===== config.mk =====
export PLATFORM = sky130hd
export DESIGN_NAME = pb_select_latch
export DESIGN_NICKNAME = d
export VERILOG_FILES = /design/src/rtl/pb_select_pkg.sv /design/src/rtl/pb_sync2.sv /design/src/rtl/pb_debounce.sv /design/src/rtl/pb_choice_reg.sv /design/src/rtl/pb_select_latch.sv
export SDC_FILE = /design/constraint.sdc
export NUM_CORES = 1
export LEC_CHECK = 0
export BUFFER_PORTS_ARGS = -buffer_cell sky130_fd_sc_hd__buf_4
export CORE_ASPECT_RATIO = 0.6
export CORE_MARGIN = 2
export CORE_UTILIZATION = 51
export CTS_CLUSTER_DIAMETER = 120
export DETAILED_ROUTE_END_ITERATION = 12
export PLACE_DENSITY_LB_ADDON = 0.08
export SLEW_MARGIN = 0
export SYNTH_ARGS = -nofsm -noshare
export SYNTH_HDL_FRONTEND = slang
export SYNTH_SLANG_ARGS = --single-unit

===== constraint.sdc =====
create_clock -name clk -period 1.9 [get_ports clk]
set_clock_uncertainty 0.05 [all_clocks]
set_input_delay 0.285 -clock clk [delete_from_list [all_inputs] [get_ports clk]]
set_output_delay 0.285 -clock clk [all_outputs]
set_load 0.02 [all_outputs]

===== src/rtl/pb_select_pkg.sv =====
// Shared helpers for the pushbutton selector.
// Assumes no selector instance has more than MAX_KEYS buttons.
package pb_select_pkg;
    localparam int MAX_KEYS = 8;

    // Number of set bits in a zero-extended button vector.
    function automatic int unsigned count_set(input logic [MAX_KEYS-1:0] v);
        int unsigned n;
        n = 0;
        for (int i = 0; i < MAX_KEYS; i++) begin
            n = n + int'(v[i]);
        end
        return n;
    endfunction
endpackage


===== src/rtl/pb_sync2.sv =====
// Two-flop synchroniser for a vector of asynchronous active-low button lines.
// Assumes each line is sampled independently; reset loads "released" (1).
module pb_sync2 #(
    parameter int WIDTH = 4
) (
    input  logic             clk,
    input  logic             rst_n,
    input  logic [WIDTH-1:0] raw_n,
    output logic [WIDTH-1:0] sync_n
);
    logic [WIDTH-1:0] stage1_n;

    // Shift the raw levels through two register stages.
    always_ff @(posedge clk) begin
        if (!rst_n) begin
            stage1_n <= '1;
            sync_n   <= '1;
        end else begin
            stage1_n <= raw_n;
            sync_n   <= stage1_n;
        end
    end
endmodule


===== src/rtl/pb_debounce.sv =====
// Per-button bounce filter. A button's filtered level (1 = held) follows its
// synchronised line only after the line has disagreed with it for
// STABLE_CYCLES consecutive cycles. Assumes STABLE_CYCLES >= 2.
module pb_debounce #(
    parameter int WIDTH         = 4,
    parameter int STABLE_CYCLES = 16
) (
    input  logic             clk,
    input  logic             rst_n,
    input  logic [WIDTH-1:0] sync_n,
    output logic [WIDTH-1:0] held
);
    localparam int CW = $clog2(STABLE_CYCLES + 1);
    localparam logic [CW-1:0] LAST = CW'(STABLE_CYCLES - 1);

    for (genvar g = 0; g < WIDTH; g++) begin : g_key
        logic [CW-1:0] run_cnt;
        logic          level;
        logic          want;

        assign want = ~sync_n[g];

        // Count cycles of disagreement; adopt the new level after the full run.
        always_ff @(posedge clk) begin
            if (!rst_n) begin
                run_cnt <= '0;
                level   <= 1'b0;
            end else if (want != level) begin
                if (run_cnt == LAST) begin
                    level   <= want;
                    run_cnt <= '0;
                end else begin
                    run_cnt <= run_cnt + 1'b1;
                end
            end else begin
                run_cnt <= '0;
            end
        end

        assign held[g] = level;
    end
endmodule


===== src/rtl/pb_choice_reg.sv =====
// Selection register. Loads the one-hot held pattern whenever exactly one
// filtered button is held and it differs from the stored choice; any other
// pattern keeps the choice. Flags each load with a one-cycle pulse.
// Assumes DEFAULT_SEL < WIDTH <= pb_select_pkg::MAX_KEYS.
module pb_choice_reg
    import pb_select_pkg::*;
#(
    parameter int WIDTH       = 4,
    parameter int DEFAULT_SEL = 1
) (
    input  logic             clk,
    input  logic             rst_n,
    input  logic [WIDTH-1:0] held,
    output logic [WIDTH-1:0] choice,
    output logic             loaded
);
    localparam logic [WIDTH-1:0] DEF_CHOICE = {{(WIDTH-1){1'b0}}, 1'b1} << DEFAULT_SEL;

    logic lone_press;
    logic differs;

    // Decide whether the held pattern is a lone, new press.
    always_comb begin
        lone_press = (count_set(MAX_KEYS'(held)) == 1);
        differs    = (held != choice);
    end

    // Store the choice and raise the load pulse.
    always_ff @(posedge clk) begin
        if (!rst_n) begin
            choice <= DEF_CHOICE;
            loaded <= 1'b0;
        end else if (lone_press && differs) begin
            choice <= held;
            loaded <= 1'b1;
        end else begin
            loaded <= 1'b0;
        end
    end
endmodule


===== src/rtl/pb_select_latch.sv =====
// Top of the pushbutton selector: synchroniser, bounce filter and selection
// register in series. Buttons and the choice output are active low.
// Assumes 2 <= NUM_KEYS <= 4 and a free-running clk.
module pb_select_latch #(
    parameter int NUM_KEYS        = 4,
    parameter int DEBOUNCE_CYCLES = 16,
    parameter int DEFAULT_SEL     = 1
) (
    input  logic                clk,
    input  logic                rst_n,
    input  logic [NUM_KEYS-1:0] key_n,
    output logic [NUM_KEYS-1:0] sel_n,
    output logic                sel_changed
);
    logic [NUM_KEYS-1:0] key_sync_n;
    logic [NUM_KEYS-1:0] held_db;
    logic [NUM_KEYS-1:0] choice;

    pb_sync2 #(.WIDTH(NUM_KEYS)) u_sync (
        .clk    (clk),
        .rst_n  (rst_n),
        .raw_n  (key_n),
        .sync_n (key_sync_n)
    );

    pb_debounce #(.WIDTH(NUM_KEYS), .STABLE_CYCLES(DEBOUNCE_CYCLES)) u_filter (
        .clk    (clk),
        .rst_n  (rst_n),
        .sync_n (key_sync_n),
        .held   (held_db)
    );

    pb_choice_reg #(.WIDTH(NUM_KEYS), .DEFAULT_SEL(DEFAULT_SEL)) u_choice (
        .clk    (clk),
        .rst_n  (rst_n),
        .held   (held_db),
        .choice (choice),
        .loaded (sel_changed)
    );

    assign sel_n = ~choice;
endmodule


==> run summary, run 1 <==
Dividing the detail-routed via count by the number of cells gives 4.82. Sorting the synthesized cells by area gives the leading types as dfxtp_1 52%, ha_1 8.8%, xnor2_1 7.4%. The number of clock sinks is 37.

After detailed routing, the number of remaining DRC violations is 0. STA puts the critical path data required time at 2.03 ns. The pre-antenna-repair detailed-routing pass consisted of 4 iterations. For the maximum root-to-sink buffer count, the log shows 2.

Number of global-route vias before repair: 896. When the netlist entered floorplanning its net count stood at 154. Clock-pin slew was measured on the worst setup and hold paths at 0.07 ns.

The initial utilization of the core area, before any placement, comes to 55.4%. Measured against its own limit, the worst slew margin works out to 79.3%. The detail route stage leaves a number of antenna-violating nets equal to 0. For this run, the total global-route usage over all layers was measured as 16.5%. Entering global routing, the biggest net connects 22 pins.

The tools report the worst-skew pair later-pin latency as 0.28 ns. Prior to clock tree synthesis, the placed netlist has a worst setup slack of -0.0256 ns. Worst hold path class: primary input to flop. Setup repair after global routing could not meet its margin everywhere.

Power consumption: 1.34 mW. The run finished with clean final reports. The floorplan has 14 rows. Adding up every negative setup slack in the final design gives 0 ns. The number of vias after detailed routing was 916; the internal cell power was 1.06 mW. For this run the aggregate overflow at the end of global routing stands at 0.

Across the run, the number of max-cap violations was 0. Number of warnings reported in the yosys synthesis log: 0. For the pin with the worst max-slew slack, the measured transition is 0.311 ns. Derived from the worst setup path, the maximum achievable clock frequency is 529 MHz.

Along the worst path, the maximum fanout reaches 5. dfxtp_1 is the most common cell in the netlist. The post-route netlist has 17.1% of its cells at a drive strength greater than 1. The category of the worst setup path launch point is a flop.

After layout, the worst path uses 99.4% of the clock period. At the end of routability-driven placement, the weighted congestion stood at 0.807. The tools report the initial antenna violation count as 0.

Sequential cells were found to cover 51.9% of the synthesized design area. The net count of the finished layout is 174. Yosys mapped the design onto 20 distinct sky130hd cell types. From left edge to right edge, the die measures 72.3 um. The initial detailed-routing violation count was 25; the area of the die was 3250 um2. Setup violations remaining at the end of the flow were counted as 0. TritonCTS created 5 clock buffers. The power density over cell area was 790 nW/um2; the depth of the CTS H-tree was 2.

The minimum period implied by the final worst setup slack came out at 1.89 ns. The root buffer cell chosen for the clock tree is clkbuf_8. In this run the count of I/O pins placed on the die edge is 11. For the global-route wire length before repair, the log shows 3810 um.

The worst setup path is of the flop to flop kind. Total wire length: 2130 um. Summed over all nets, the half-perimeter wirelength after detailed placement is 1560 um.

For this run, the leading register cell type out of synthesis is dfxtp_1. Switching component of the power: 273 uW. The floorplan step set the die height to 45.0 um. The share of the synthesized area in the top cell type works out to 51.9%. The commonest cells after synthesis are 37 x dfxtp_1, 20 x nor2_1, 12 x inv_1, 12 x xnor2_1, 10 x ha_1. The count of buffers inserted at the top-level ports works out to 10. The area added between synthesis and finish is 18.4%, and the mean instance size in the synthesized netlist is 10.4 um2. After synthesis the cells add up to 1430 um2. The final hold slack is 0.133 ns, and the average wire per standard cell is 11.2 um.

The tools report the power share of the combinational group as 2.3%. Data arrives at the worst endpoint at 2.02 ns. The type of destination of the critical path was a flop.

The share of total power in sequential cells is 59.2%, and the number of max-slew violations in the final report is 0. The number of flops mapped to enable cells by yosys is 0. TritonCTS built the clock tree. After synthesis the netlist holds a flip-flop and latch count of 37. 0 antenna diodes ended up in the layout. The cell count after synthesis came out at 137. The clock power share is 38.5%. After synthesis, the share of flip-flops with an asynchronous set or reset is 0%. The peak supply drop is 0.000484 V. The register-to-register setup slack came out at 0.01 ns.

Net switching fraction of the power: 20.5%. The count of final hold-check violations is 0. In this run the standard cell core region covers 2570 um2. The leakage power was 0.684 nW; the number of hold-repair buffers added at the cts stage was 0. The worst path meets setup with 0.0108 ns of slack. The largest total area in the synthesized netlist belongs to dfxtp_1.
## sequential cells by signal (all words and copies together) (netlist names)
name                    flops
u_sync.stage1_n             4
u_filter.g_key.run_cnt     20
u_filter.g_key.level        4
u_choice.choice             4
u_choice.loaded             1
u_sync.sync_n               4
## worst max-delay path, stage by stage (launching register included)
cell	delay (ns)
dfxtp_2	0.34
ha_4	0.23
fa_2	0.35
ha_4	0.23
nor3b_4	0.30
mux2i_1	0.23
nor2b_1	0.06
## power by group through the flow
stage                     sequential, mW  clock (mW)  combinational (mW)
after detailed placement           0.808           0              0.0305
final                              0.791       0.515              0.0301
after global placement             0.808           0              0.0292
after floorplan                    0.807           0              0.0190
after CTS                          0.791       0.531              0.0307
after global routing               0.791       0.566              0.0342
## final timing paths
kind                                start                 end  depth (start not counted)
setup / recovery  u_filter.g_key[1].level  u_choice.choice[0]                          6
setup reg to reg  u_filter.g_key[1].level  u_choice.choice[0]                          6
hold reg to reg        u_sync.stage1_n[0]    u_sync.sync_n[0]                          1
hold / removal                   key_n[2]  u_sync.stage1_n[2]                          2
## cell type report
cell class | count | area, um2
Fill cell | 218 | 885
Tap cell | 32 | 40.0
Multi-Input combinational cell | 86 | 669
Sequential cell | 37 | 743
Timing Repair Buffer | 15 | 113
Clock buffer | 8 | 80.1
Inverter | 12 | 45.0
## per-layer routing
metal / GRT usage, % / routed length, um / vias up
met5: 0 / 0 / -
met1: 19.2 / 1090 / 424
met2: 25.5 / 914 / 8
li1: - / - / 479
met4: 9.06 / 53 / 0
met3: 8.04 / 71 / 5
## kinds of logic (layout without fill, tap and decap cells)
kind of cell,after synthesis,in the layout,synth area share [%]
muxes,3,3,2.10
and+or+nand+nor,50,50,18.4
AOI/OAI and AO/OA,6,6,3.94
DFF,37,37,51.9
adders and majority gates,11,11,10.2
xor gates and xnor gates,16,16,9.82
buffers and inverters,14,35,3.68
## repair_timing
action | 4_1_cts | 5_1_grt
setup endpoints to repair | 3 | 5
pin swaps | 2 | 2
endpoints found under the hold margin | 0 | 0
resized for setup | 0 | 1
setup buffers | 0 | 0
## through the flow
| step | area (um2) | utilization, % | std cells |
|---|---|---|---|
| floorplan | 1460 | - | 137 |
| global placement | 1600 | 62.2 | 182 |
| detailed placement | 1600 | 62.2 | 182 |
| CTS | 1680 | 65.4 | 190 |
| global route | 1690 | 65.6 | 190 |
| finish | 1690 | 65.6 | 190 |
## layout by cell type (no fill, tap or decap)
| cell type | netlist | layout |
|---|---|---|
| dfxtp_1 | 37 | 35 |
| nor2_1 | 20 | 20 |
| buf_4 | 0 | 15 |
| inv_1 | 12 | 12 |
| xnor2_1 | 12 | 12 |
| ha_1 | 10 | 8 |
| nand2_1 | 6 | 6 |
| nand2b_1 | 6 | 6 |
| clkbuf_8 | 0 | 5 |
| and3_1 | 4 | 4 |
| o211a_1 | 4 | 4 |
| nand3b_1 | 4 | 4 |
| nand3_1 | 4 | 4 |
| xor2_1 | 4 | 4 |
| mux2i_1 | 3 | 3 |
| nor2b_1 | 3 | 3 |
| clkbuf_1 | 2 | 3 |
| or2b_1 | 2 | 2 |
| ha_4 | 0 | 2 |
| dfxtp_2 | 0 | 2 |
| nor3b_4 | 1 | 1 |
| a41oi_2 | 0 | 1 |
| o211ai_1 | 1 | 1 |
| fa_2 | 0 | 1 |
No activity file was read; power rests on OpenSTA's default activity.
==> inputs of run 2 (changes only) <==
--- a/config.mk
+++ b/config.mk
@@ -8,7 +8,7 @@
 export BUFFER_PORTS_ARGS = -buffer_cell sky130_fd_sc_hd__buf_4
 export CORE_ASPECT_RATIO = 0.6
 export CORE_MARGIN = 2
-export CORE_UTILIZATION = 51
+export CORE_UTILIZATION = 52
 export CTS_CLUSTER_DIAMETER = 120
 export DETAILED_ROUTE_END_ITERATION = 12
 export PLACE_DENSITY_LB_ADDON = 0.08
==> constraint.sdc (replaced) <==
create_clock -name clk -period 2.2 [get_ports clk]
set_clock_uncertainty 0.05 [all_clocks]
set_input_delay 0.33 -clock clk [delete_from_list [all_inputs] [get_ports clk]]
set_output_delay 0.33 -clock clk [all_outputs]
set_load 0.02 [all_outputs]
==> run 2 against run 1 <==
  * Via count fell by 2.2%
  * Sequential power fell by 14%
  * Highest routed layer unchanged
  * First-iteration DRC count grew to 2.7 times the previous value
  * Flip-flop and latch count unchanged
  * Largest power group unchanged
  * Maximum frequency fell by 8.1%
  * Setup slack gained 0.13 ns
  * Global-route usage is 0.10 points lower
  * Cell count decreased by 1.6%
==> run summary, run 2 (synthesis gave the netlist of run 1 again) <==
The initial antenna violation count is 0 (unchanged), and the worst reg-to-reg path cell count is 6 (unchanged). The remaining antenna violation count after routing was 0 (unchanged). The flow ran to the end, and the final reports show no timing, DRC or antenna violations. The tools report the total wire length as 2110 um (was 2130 um). Setup repair after global routing left no endpoint under its margin. The type of the worst setup path is flop to flop (unchanged). The minimum period implied by the final worst setup slack was 2.06 ns (was 1.89 ns); the post-route DRC violation count was 0 (unchanged). The portion of the clock cycle consumed by the worst path in the final layout is 93.5% (was 99.4%).

The number of flip-flops under the largest register name is 20 (unchanged). The worst-skew pair later-pin latency is 0.29 ns (was 0.28 ns). The measured slew at the worst slew-check pin came out at 0.330 ns (was 0.311 ns). The tools report the number of global-route vias before repair as 886 (was 896).

The run gives 0.682 nW (was 0.684 nW) as the leakage power. The largest fanout on the critical path is 5 (unchanged). The number of core rows came out at 14 (unchanged). The area added between synthesis and finish is 16.0% (was 18.4%), and the depth of the CTS H-tree is 2 (unchanged).

The count of max-cap constraint violations came out at 0 (unchanged). The tools report the start point of the worst min-delay path as key_n[3] (was key_n[2]). The peak supply drop was 0.000435 V (was 0.000484 V); the share of layout cells above drive strength 1 was 13.5% (was 17.1%). The tools report the worst path required time as 2.33 ns (was 2.03 ns).

The final-layout setup total negative slack is 0 ns (unchanged), and the clock power share is 39.9% (was 38.5%). Net switching fraction of the power: 20.3% (was 20.5%). Most common cell after layout, fill and taps aside: dfxtp_1 (unchanged). The internal cell power is 941 uW (was 1.06 mW), and the number of ports placed on the die boundary is 11 (unchanged). The clock transition at the register clock pins on the worst setup and hold paths after CTS works out to 0.06 ns (was 0.07 ns). The chip height works out to 44.6 um (was 45.0 um). The count of buffers inserted at the top-level ports is 10 (unchanged).

The largest net degree at the start of global routing was 22 (unchanged). The count of final hold-check violations was 0 (unchanged); the floorplan core area was 2560 um2 (was 2570 um2). The logs give 4 (unchanged) for the first-pass detailed-route iteration total and 2.19 ns (was 2.02 ns) for the arrival time of the worst setup path. The number of max-slew violations in the final report was 0 (unchanged); the count of endpoints failing setup in the final report was 0 (unchanged).

The run gives 5 (unchanged) as the number of buffers added by the clock tree synthesis step. The area of the die was 3190 um2 (was 3250 um2); the number of nets at the end of the flow was 172 (was 174). The initial standard-cell utilization of the core is 55.8% (was 55.4%). Category of the worst setup path launch point: a flop (unchanged). Endpoint of the worst hold path: u_sync.stage1_n[3] (was u_sync.stage1_n[2]). The number of vias after detailed routing is 896 (was 916).

The switching component of the power was 239 uW (was 273 uW). The peak clock frequency supported by timing came out at 486 MHz (was 529 MHz). The average wire per standard cell is 11.3 um (was 11.2 um), and the detailed-route vias per instance is 4.79 (was 4.82).

The power density over cell area was 712 nW/um2 (was 790 nW/um2). The number of clock sinks is 37 (unchanged), and the horizontal die dimension is 71.6 um (was 72.3 um). The worst hold path class is primary input to flop (unchanged). The logs give 57.9% (was 59.2%) for the share of total power in sequential cells and 179 (was 182) for the number of placed cells counting well taps. TritonCTS built the clock tree. The largest register by flop count is u_filter.g_key.run_cnt (unchanged). The initial detailed-routing violation count is 68 (was 25), and the count of inserted antenna diode cells is 0 (unchanged). The type of destination of the critical path is a flop (unchanged). The capture instance of the worst register-to-register path is u_choice.choice[2] (was u_choice.choice[0]). For the power share of the combinational group, the log shows 2.2% (was 2.3%). The logs give 2 (unchanged) for the maximum root-to-sink buffer count and 1470 um (was 1560 um) for the sum of net half-perimeters after detailed placement. The combined global-route utilization of all metal layers was 16.4% (was 16.5%). The worst max-slew margin expressed relative to the limit is 78.0% (was 79.3%), and the global-route wire length before repair is 3750 um (was 3810 um). The logs give 0.721 (was 0.807) for the final estimated routing congestion in global placement and 187 (was 190) for the final cell count without fillers. Most frequent cells in the layout: 37 x dfxtp_1, 20 x nor2_1, 13 x buf_4 (was 35 x dfxtp_1, 20 x nor2_1, 15 x buf_4).

The cell count of the worst hold path was 2 (unchanged); the number of hold-repair buffers added at the cts stage was 0 (unchanged). Cell chosen for the clock root: clkbuf_8 (unchanged). For the register-to-register setup slack, the log shows 0.14 ns (was 0.01 ns). The run gives 0 (unchanged) as the residual overflow from global routing. The tools report the origin of the critical flop-to-flop path as u_filter.g_key[1].level (unchanged).
## run 2: cell types whose count changed in the layout (fill, tap and decap cells not counted), sizes merged
cell,before,now
clkbuf,8,7
buf,15,13
## run 2: worst max-delay path, cell delays in order, from the launching register on
cell,delay [ns]
dfxtp_1,0.32
ha_1,0.32
fa_1,0.42
ha_4,0.24
nor3b_4,0.32
mux2i_1,0.23
nor2b_1,0.06
## run 2: power by group through the flow
stage	sequential (mW)	clock [mW]	combinational, mW
floorplan	0.697	0	0.0164
global placement	0.698	0	0.0250
detailed placement	0.698	0	0.0258
CTS	0.683	0.487	0.0260
global route	0.684	0.510	0.0298
finish	0.683	0.471	0.0255
## run 2: what timing repair did
item	in CTS	in global routing
resized for setup	0	1
setup buffers	0	1
endpoints found under the setup margin	0	3
## run 2: layer usage
layer	up-vias	share of wire [%]	global-route usage, %
met5	-	0	0
met4	0	3.3	12.5
met3	8	5.2	7.06
met2	14	40	23.1
met1	398	51	20.0
li1	476	-	-
## run 2: stage by stage
stage | hold slack, ns | setup WS (ns) | total power [mW] | utilization [%] | instance area [um2]
after floorplan | 0.335 | 0.143 | 0.714 | - | 1430
after global placement | 0.340 | 0.144 | 0.723 | 60.6 | 1550
after detailed placement | 0.342 | 0.0719 | 0.724 | 60.6 | 1550
after CTS | 0.159 | 0.0596 | 1.20 | 64.0 | 1640
after global routing | 0.174 | 0.0357 | 1.22 | 64.8 | 1660
final | 0.171 | 0.144 | 1.18 | 64.8 | 1660
## run 2: final cells by class
| type | instances | area (um2) |
|---|---|---|
| Inverter | 12 | 45.0 |
| Fill cell | 203 | 901 |
| Tap cell | 32 | 40.0 |
| Sequential cell | 37 | 741 |
| Timing Repair Buffer | 13 | 97.6 |
| Clock buffer | 7 | 86.3 |
| Multi-Input combinational cell | 86 | 647 |
## run 2: worst max path at each step
stage                                  from                  to  slack, ns  cells after the start
global placement    u_filter.g_key[1].level  u_choice.choice[2]       0.14                      6
floorplan           u_filter.g_key[1].level  u_choice.choice[0]       0.14                      6
CTS                 u_filter.g_key[1].level  u_choice.choice[2]       0.06                      6
finish              u_filter.g_key[1].level  u_choice.choice[2]       0.14                      6
global route        u_filter.g_key[1].level  u_choice.choice[0]       0.04                      6
detailed placement  u_filter.g_key[1].level  u_choice.choice[0]       0.07                      6
==> inputs of run 3 (changes only) <==
--- a/config.mk
+++ b/config.mk
@@ -5,6 +5,7 @@
 export SDC_FILE = /design/constraint.sdc
 export NUM_CORES = 1
 export LEC_CHECK = 0
+export ABC_AREA = 1
 export BUFFER_PORTS_ARGS = -buffer_cell sky130_fd_sc_hd__buf_4
 export CORE_ASPECT_RATIO = 0.6
 export CORE_MARGIN = 2
==> run 3 against run 2 <==
  * Maximum frequency increased by 1.8%
  * Hold slack improved by 0.0038 ns
  * Sequential power about the same
==> run summary, run 3 <==
The tools report the cell chosen for the clock root as clkbuf_8 (unchanged). Synthesized instance count: 176 (was 137). The number of flops mapped to enable cells by yosys was 0 (unchanged); the mean instance size in the synthesized netlist was 8.53 um2 (was 10.4 um2). The number of warnings reported in the yosys synthesis log is 0 (unchanged), and the detailed-route vias per instance is 4.95 (was 4.79). Leading post-synthesis cells by cell area: dfxtp_1 49%, ha_1 8.3%, nor2_1 8.3% (was dfxtp_1 52%, ha_1 8.8%, xnor2_1 7.4%). The power consumption was 1.19 mW (was 1.18 mW). The count of final hold-check violations was 0 (unchanged); the number of gates resized after cts was 0 (unchanged).

The worst path required time was 2.33 ns (about the same). Count of endpoints failing setup in the final report: 0 (unchanged). The worst max-slew margin expressed relative to the limit is 77.8% (was 78.0%), and the share of the synthesized area in the top cell type is 49.3% (was 51.9%). The run gives 1850 um (was 1470 um) as the sum of net half-perimeters after detailed placement.

The count of cell instances traversed by the critical path was 7 (was 6). The primary flip-flop cell chosen by synthesis mapping was dfxtp_1 (unchanged). The smallest setup slack after layout was 0.181 ns (was 0.144 ns). The category of the worst setup path launch point is a flop (unchanged). The number of clock sinks was 37 (unchanged).

The most used standard cell by instance count after synthesis is dfxtp_1 (unchanged). For the initial antenna violation count, the log shows 0 (unchanged). The cell type group with the largest total delay on the critical path is adder cells (unchanged). The most common cell after layout, fill and taps aside is dfxtp_1 (unchanged). The tools report the maximum root-to-sink buffer count as 2 (unchanged). The run gives 11 (unchanged) as the number of ports placed on the die boundary. The run gives 951 (was 886) as the number of global-route vias before repair.

The run gives 0 (unchanged) as the residual overflow from global routing. The number of max-slew violations in the final report was 0 (unchanged). The worst reg-to-reg path cell count came out at 7 (was 6). The tools report the floorplan core area as 2820 um2 (was 2560 um2). The number of flip-flops under the largest register name was 20 (unchanged); the area added between synthesis and finish was 14.2% (was 16.0%). The largest fanout on the critical path was 8 (was 5); the pre-CTS setup slack was 0.0524 ns (was 0.0719 ns). The depth of the CTS H-tree is 2 (unchanged). The arrival time of the worst setup path is 2.14 ns (was 2.19 ns).

Leading post-synthesis cells by instance count: 37 x dfxtp_1, 33 x nor2_1, 24 x nand2_1 (was 37 x dfxtp_1, 20 x nor2_1, 12 x inv_1, 12 x xnor2_1, 10 x ha_1). Horizontal die dimension: 73.4 um (was 71.6 um). Cells traversed along the worst timing path: ha_1 > fa_1 > ha_4 > nor3b_4 > nand2_1 > nand2_1 > nand3_1 (was ha_1 > fa_1 > ha_4 > nor3b_4 > mux2i_1 > nor2b_1). The worst hold path class was primary input to flop (unchanged). The logs give 0 ns (unchanged) for the final-layout setup total negative slack and 3350 um2 (was 3190 um2) for the area of the die.

The count of inserted antenna diode cells is 0 (unchanged). The register bit total from synthesis works out to 37 (unchanged). The number of vias after detailed routing is 1119 (was 896). Cell count of the worst hold path: 2 (unchanged).

The origin of the critical flop-to-flop path is u_filter.g_key[0].level (was u_filter.g_key[1].level). The number of buffers added by the clock tree synthesis step was 5 (unchanged). The run gives 0 (unchanged) as the number of setup buffers added after CTS. The initial detailed-routing violation count is 57 (was 68).

The count of cell types in the netlist is 19 (was 20), and the measured slew at the worst slew-check pin is 0.333 ns (was 0.330 ns). The cell area after technology mapping is 1500 um2 (was 1430 um2). The share of layout cells above drive strength 1 works out to 18.8% (was 13.5%). The tools report the total wire length as 2520 um (was 2110 um). The largest register by flop count is u_filter.g_key.run_cnt (unchanged).

The buffers plus inverters on the worst setup path was 0 (unchanged). The tools report the final estimated routing congestion in global placement as 0.785 (was 0.721). TritonCTS built the clock tree. Type of the worst setup path: flop to flop (unchanged). The combined global-route utilization of all metal layers was 17.3% (was 16.4%). The initial standard-cell utilization of the core was 53.3% (was 55.8%). The largest net degree at the start of global routing was 14 (was 22). The remaining antenna violation count after routing came out at 0 (unchanged). The peak per-stage delay on the critical path works out to 0.42 ns (about the same). The clock transition at the register clock pins on the worst setup and hold paths after CTS is 0.07 ns (was 0.06 ns), and the leakage power is 0.670 nW (was 0.682 nW). Worst-skew pair later-pin latency: 0.29 ns (about the same). Most frequent cells in the layout: 36 x dfxtp_1, 33 x nor2_1, 24 x nand2_1 (was 37 x dfxtp_1, 20 x nor2_1, 13 x buf_4). Setup repair after global routing left no endpoint under its margin. Share of async-settable or async-resettable flops after synthesis: 0% (unchanged). The start point of the worst min-delay path is key_n[0] (was key_n[3]).

The chip height was 45.6 um (was 44.6 um); the peak supply drop was 0.000340 V (was 0.000435 V). The number of core rows is 15 (was 14), and the minimum period implied by the final worst setup slack is 2.02 ns (was 2.06 ns). The type of destination of the critical path is a flop (unchanged).

The run gives 49.3% (was 51.9%) as the proportion of synthesized chip area in sequential cells. The first-pass detailed-route iteration total came out at 4 (unchanged). The tools report the capture instance of the worst register-to-register path as u_choice.choice[1] (was u_choice.choice[2]). The power density over cell area was 694 nW/um2 (was 712 nW/um2). For the number of nets at the end of the flow, the log shows 209 (was 172).

The flow ran to the end, and the final reports show no timing, DRC or antenna violations. For the count of max-cap constraint violations, the log shows 0 (unchanged). The count of buffers inserted at the top-level ports is 10 (unchanged), and the peak clock frequency supported by timing is 495 MHz (was 486 MHz).

Among the stages of the critical path, the cell type that occurs most often is nand2_1. The number of nets in the synthesized netlist was 193 (was 154). The average wire per standard cell is 11.1 um (was 11.3 um).

The number of hold-repair buffers added at the cts stage was 0 (unchanged). Endpoint of the worst hold path: u_sync.stage1_n[0] (was u_sync.stage1_n[3]). For the register-to-register setup slack, the log shows 0.18 ns (was 0.14 ns). The global-route wire length before repair is 4060 um (was 3750 um). Post-synthesis cell type with the largest combined area: dfxtp_1 (unchanged). The run gives 0 (unchanged) as the post-route DRC violation count.

The portion of the clock cycle consumed by the worst path in the final layout is 91.8% (was 93.5%). Highest-delay cell along the critical path: fa_1 (unchanged).
## run 3: changes by cell type in the layout (fill, tap and decap cells not counted), moves of 5 or more
cell      delta
inv_1        +7
nand2b_1     -6
or2_2        +8
nand2_1     +18
nand3_1      +5
xnor2_1     -12
nor2_1      +13
a21oi_1     +14
## run 3: worst max-delay path by stage
| stage | start | to |
|---|---|---|
| 2_1_floorplan | u_filter.g_key[1].level | u_choice.choice[1] |
| 3_3_place_gp | u_filter.g_key[0].level | u_choice.choice[1] |
| 3_5_place_dp | u_filter.g_key[0].level | u_choice.choice[1] |
| 4_1_cts | u_filter.g_key[0].level | u_choice.choice[1] |
| 5_1_grt | u_filter.g_key[0].level | u_choice.choice[1] |
| 6_report | u_filter.g_key[0].level | u_choice.choice[1] |
## run 3: worst register-to-register path: stages (launching register included)
cell and delay, ns:
dfxtp_2 0.33, ha_1 0.29, fa_1 0.42, ha_4 0.24
nor3b_4 0.32, nand2_1 0.12, nand2_1 0.08, nand3_1 0.06
## run 3: through the flow
stage	cells	utilization [%]	hold slack, ns	area, um2
floorplan	176	-	0.343	1500
global placement	219	57.0	0.349	1600
detailed placement	219	57.0	0.350	1600
CTS	226	60.2	0.168	1690
global route	226	60.9	0.168	1710
finish	226	60.9	0.175	1710
## run 3: layout make-up
| type | count | area, um2 |
|---|---|---|
| tap | 34 | 42.5 |
| sequential | 37 | 742 |
| inverter | 21 | 81.3 |
| clock buffer | 6 | 82.6 |
| multi-input combinational | 116 | 676 |
| fill | 248 | 1100 |
| clock inverter | 1 | 7.51 |
| timing repair buffer | 11 | 82.6 |
## run 3: per-layer routing
layer / GRT usage (%) / wire [um] / vias to the layer above
met5: 0 / 0 / -
met4: 12.7 / 67 / 0
met3: 5.97 / 101 / 8
met2: 23.4 / 1080 / 14
met1: 22.8 / 1270 / 503
li1: - / - / 594
## run 3: where the power goes
part	leakage, nW	total (mW)	internal, mW	switching (mW)
registers	0.301	0.684	0.679	0.00501
clock network	0.0433	0.476	0.247	0.229
logic	0.326	0.0292	0.0147	0.0145
## run 3: cell families (layout without fill, tap and decap cells)
logic type               count (synthesis)  after routing  share of synthesized area [%]
buffers and inverters                   23             39                           6.92
adder cells (fa/ha/maj)                 11             11                           9.67
AO/OA/AOI/OAI                           23             23                           9.08
flip-flops                              37             37                           49.3
AND/OR/NAND/NOR                         82             82                           25.0
